===== config.mk =====
export PLATFORM = sky130hd
export DESIGN_NAME = txin_reg
export DESIGN_NICKNAME = d
export VERILOG_FILES = /design/src/rtl/txin_pkg.sv /design/src/rtl/txin_sched.sv /design/src/rtl/txin_select.sv /design/src/rtl/txin_reg.sv
export SDC_FILE = /design/constraint.sdc
export NUM_CORES = 1
export LEC_CHECK = 0
export CAP_MARGIN = 10
export CORE_AREA = 2 2 39 41
export CTS_CLUSTER_SIZE = 14
export DETAILED_ROUTE_END_ITERATION = 12
export DIE_AREA = 0 0 41 43
export DONT_BUFFER_PORTS = 1
export PLACE_DENSITY = 0.49
export SYNTH_ARGS = -nofsm -noshare
export SYNTH_HDL_FRONTEND = slang
export SYNTH_SLANG_ARGS = --single-unit

===== constraint.sdc =====
create_clock -name clk -period 1.1 [get_ports clk]
set_input_delay 0.11 -clock clk [delete_from_list [all_inputs] [get_ports clk]]
set_output_delay 0.11 -clock clk [all_outputs]
set_load 0.02 [all_outputs]

===== src/rtl/txin_pkg.sv =====
package txin_pkg;
  localparam int CHAR_W = 8;
  localparam logic [CHAR_W-1:0] COMMA_BYTE = 8'hBC;

  typedef struct packed {
    logic [CHAR_W-1:0] byte_v;
    logic              ctrl;
    logic              viol;
    logic              valid;
  } txchar_t;

  function automatic txchar_t fill_char();
    txchar_t c;
    c.byte_v = COMMA_BYTE;
    c.ctrl   = 1'b1;
    c.viol   = 1'b0;
    c.valid  = 1'b0;
    return c;
  endfunction
endpackage


===== src/rtl/txin_sched.sv =====
module txin_sched (
  input  logic clk,
  input  logic rst,
  input  logic load_now_n,
  input  logic load_next_n,
  output logic take
);
  logic armed_q;

  always_ff @(posedge clk) begin
    if (rst) armed_q <= 1'b0;
    else     armed_q <= ~load_next_n;
  end

  assign take = ~load_now_n | armed_q;

  AST_NEXT_ARMS: assert property (@(posedge clk) disable iff (rst)
    !load_next_n |=> take);
endmodule


===== src/rtl/txin_select.sv =====
module txin_select
  import txin_pkg::*;
(
  input  logic              take,
  input  logic [CHAR_W-1:0] in_byte,
  input  logic              in_ctrl,
  input  logic              in_viol,
  output txchar_t           next_char
);
  always_comb begin
    if (take) begin
      next_char.byte_v = in_byte;
      next_char.ctrl   = in_ctrl;
      next_char.viol   = in_viol;
      next_char.valid  = 1'b1;
    end else begin
      next_char = fill_char();
    end
  end
endmodule


===== src/rtl/txin_reg.sv =====
module txin_reg
  import txin_pkg::*;
(
  input  logic              clk,
  input  logic              rst,
  input  logic              load_now_n,
  input  logic              load_next_n,
  input  logic [CHAR_W-1:0] tx_byte,
  input  logic              tx_ctrl,
  input  logic              tx_viol,
  output logic [CHAR_W-1:0] ch_byte,
  output logic              ch_ctrl,
  output logic              ch_viol,
  output logic              ch_valid
);
  logic    take;
  txchar_t next_char;
  txchar_t char_q;

  txin_sched u_sched (
    .clk         (clk),
    .rst         (rst),
    .load_now_n  (load_now_n),
    .load_next_n (load_next_n),
    .take        (take)
  );

  txin_select u_select (
    .take      (take),
    .in_byte   (tx_byte),
    .in_ctrl   (tx_ctrl),
    .in_viol   (tx_viol),
    .next_char (next_char)
  );

  always_ff @(posedge clk) begin
    if (rst) char_q <= fill_char();
    else     char_q <= next_char;
  end

  assign ch_byte  = char_q.byte_v;
  assign ch_ctrl  = char_q.ctrl;
  assign ch_viol  = char_q.viol;
  assign ch_valid = char_q.valid;

  AST_NOW_LOADS: assert property (@(posedge clk) disable iff (rst)
    !load_now_n |=> ch_valid && ch_byte == $past(tx_byte)
      && ch_ctrl == $past(tx_ctrl) && ch_viol == $past(tx_viol));
  AST_NEXT_LOADS: assert property (@(posedge clk) disable iff (rst)
    !load_next_n |-> ##2 ch_valid);
  AST_FILL_FORM: assert property (@(posedge clk) disable iff (rst)
    !ch_valid |-> ch_byte == COMMA_BYTE && ch_ctrl && !ch_viol);
  AST_IDLE_FILLS: assert property (@(posedge clk) disable iff (rst)
    !take |=> !ch_valid);
  AST_RESET_FILL: assert property (@(posedge clk)
    rst |=> !ch_valid && ch_byte == COMMA_BYTE);
endmodule


==> flow_metrics.tcl <==
set metrics [dict create \
    worstHoldStart "rst" \
    reg2reg_to "ch_byte[7]$_SDFF_PP1_" \
    cp.required_ns 1.25 \
    clk_pin_slew_worst_paths_ns 0.07 \
    clock-sinks 12 \
    netlist.top_cell.by_area "dfxtp_1" \
    area_growth_pct 28.88 \
    total_leakage_power_nw 0.1719 \
    number_of_cells_on_the_worst_hold_path 1 \
    power_density_nw_per_um2 1970 \
    dieWidth_um 41 \
    layout_worst_path_cycle_share_pct 86.26 \
    via_count_of_the_first_global_routing_pass 228 \
    worst_hold_slack_ns -0.1004 \
    cp_max_stage_cell "or3_2" \
    rsz0062_at_grt "no" \
    wl_per_cell_um 12.47 \
    setup_violations 0 \
    cts_inserted_buffers 3 \
    drtIter0Drc 6 \
    synthTopCellsByArea "dfxtp_1 (69%), or3_1 (9.0%), nor3b_1 (8.7%)" \
    grt_usage_pct 9.548 \
    critPathBufInv 0 \
    io_pins 25 \
    top_cell_family_by_delay_on_the_critical_path "simple AND/OR/NAND/NOR gates" \
    layout.nets 50 \
    clock-skew-final_ns 0.001223 \
    final.setup.tns_ns 0 \
    final_max_slew_viol_count 0 \
    worstPathCellList "nor2b_4 -> or3_2" \
    post_synth_top_cells "dfxtp_1 (12), or3_1 (5), nor3b_1 (4)" \
    die_area_sq_um 1763 \
    postCtsHoldBufs 7 \
    reg2reg_setup_slack_ns 0.15 \
    synthArstFlopShare_pct 0 \
    initial_core_util_pct 25.05 \
    fillers 143 \
    grt_start_max_net_pins 13 \
    worst_slew_pin_slew_ns 0.2151 \
    rows 14 \
    run_status "finished, violations left" \
    pre_cts_slack_ns 0.1520 \
    grt_antenna_before_repair 0 \
    drt_pass1_iterations 2 \
    synthCells 27 \
    post_synth.cell_area_avg_sq_um 12.84 \
    violations "hold timing" \
    critical_path_arrival_ns 1.10 \
    avgViaCountPerCell 4.431 \
    grt-ovfl-total 0 \
    yosysWarningCount 0 \
    layout_setup_ws_ns 0.1512 \
    synth_top_area_share_pct 69.31 \
    chipHeight_um 43 \
    yosys.cell_count.top_type "dfxtp_1" \
    ys_ff_latch 12 \
    worst_setup_path_end_kind "flip-flop" \
    netlist_area_sq_um 346.6 \
    antenna_violating_nets_post_route 0 \
    rr_worst_depth 2 \
    number_of_remaining_drc_errors 0 \
    num_vias 226 \
    fmaxAchievable_ghz 1.054 \
    synth-edff-count 0 \
    root_buffer "clkbuf_4" \
    worst-setup-path-type "reg2reg" \
    crit_path_max_fanout 11 \
    drive_gt1_share_pct 17.14 \
    hold_viol 12 \
    gpl.final_weighted_congestion 0.5417 \
    largest_vdd_supply_drop_mv 0.6460 \
    syn_nets 41 \
    max_stage_delay_ns 0.40 \
    totalWireLength_um 636 \
    worstReg2RegStart "u_sched.armed_q$_SDFF_PP0_" \
    cts_max_path_buffers 2 \
    hold_end "u_sched.armed_q$_SDFF_PP0_" \
    netlist-cell-type-count 8 \
    start_kind "flip-flop" \
    commonest_register_cell_after_synthesis "dfxtp_1" \
    min-delay-path-class "in2reg" \
    hpwl_um 458.7 \
    grt_pass1_wl_um 959 \
    clkLatencyLatePin_ns 0.27 \
    coreArea_sq_um 1384 \
    finalWorstPathRequiredPeriod_ns 0.9488 \
    h-tree-depth 1 \
    cts_setup_buffers 0 \
    tritoncts "built" \
    max_cap_violations 0 \
    placement.cell_area_sq_um 350.3 \
    antenna_cells_inserted 0 \
    synth_sequential_area_ratio_pct 69.31 \
    worst_slew_margin_rel_pct 85.63 \
    final_area_sq_um 446.7 \
    io_buffer_count 0 \
]
[layer usage]
layer / vias to the layer above / wire length, um / global-route usage (%)
li1: 105 / - / -
met2: 18 / 305 / 11.56
met4: 0 / 16 / 10.00
met1: 101 / 247 / 9.677
met5: - / 0 / 0
met3: 2 / 67 / 6.806
[final cells by class]
class	count	area (sq um)	area share, %
timing repair buffer	6	60.06	13.45
clock buffer	4	36.28	8.123
tap	16	20.02	4.482
sequential	12	240.2	53.78
multi-input combinational	13	90.09	20.17
[cell families after synthesis]
group	share of synthesized area, %
and+or+nand+nor	25.99
buffers and inverters	4.692
DFF	69.31
[where the power goes]
part           switching (mW)  total [mW]  leakage, nW  internal (mW)
combinational          0.0129      0.0412       0.0515         0.0283
clock                   0.146       0.347       0.0210          0.201
sequential             0.0346       0.492       0.0994          0.457
[per-stage QoR]
stage | cells | util, % | power [mW]
2_1_floorplan | 27 | - | 0.5307
3_3_place_gp | 41 | 25.32 | 0.5271
3_5_place_dp | 41 | 25.32 | 0.5280
4_1_cts | 52 | 33.00 | 0.9009
5_1_grt | 51 | 32.28 | 0.9220
6_report | 51 | 32.28 | 0.8801
[worst max path at each step]
stage	end	startpoint	depth (start not counted)	slack, ns
6_report	ch_byte[7]$_SDFF_PP1_	u_sched.armed_q$_SDFF_PP0_	2	0.15
5_1_grt	ch_byte[7]$_SDFF_PP1_	u_sched.armed_q$_SDFF_PP0_	2	0.12
4_1_cts	u_sched.armed_q$_SDFF_PP0_	load_next_n	3	0.07
3_5_place_dp	ch_byte[7]$_SDFF_PP1_	u_sched.armed_q$_SDFF_PP0_	2	0.15
3_3_place_gp	ch_byte[7]$_SDFF_PP1_	u_sched.armed_q$_SDFF_PP0_	2	0.16
2_1_floorplan	ch_byte[2]$_SDFF_PP1_	u_sched.armed_q$_SDFF_PP0_	3	0.20
[what timing repair did]
| item | 4_1_cts | 5_1_grt |
|---|---|---|
| setup endpoints to repair | 0 | 1 |
| endpoints found under the hold margin | 12 | 12 |
| resized for setup | 0 | 0 |
[worst register-to-register path, stage by stage (launching register included)]
cell and delay, ns:
dfxtp_1 0.36, nor2b_4 0.07, or3_2 0.40
[registers in the layout, indices dropped and copies added (netlist names)]
signal and count:
ch_valid 1, ch_ctrl 1, u_sched.armed_q 1, ch_viol 1, ch_byte 8
[placed cells by master (no fill, tap or decap)]
master,netlist,final
nor2_1,2,2
or3_1,5,5
dfxtp_1,12,12
clkbuf_4,0,3
dlygate4sd3_1,0,6
nor2b_4,1,1
clkbuf_8,0,1
or3_2,1,1
nor3b_1,4,4
No activity file was read; power rests on OpenSTA's default activity.
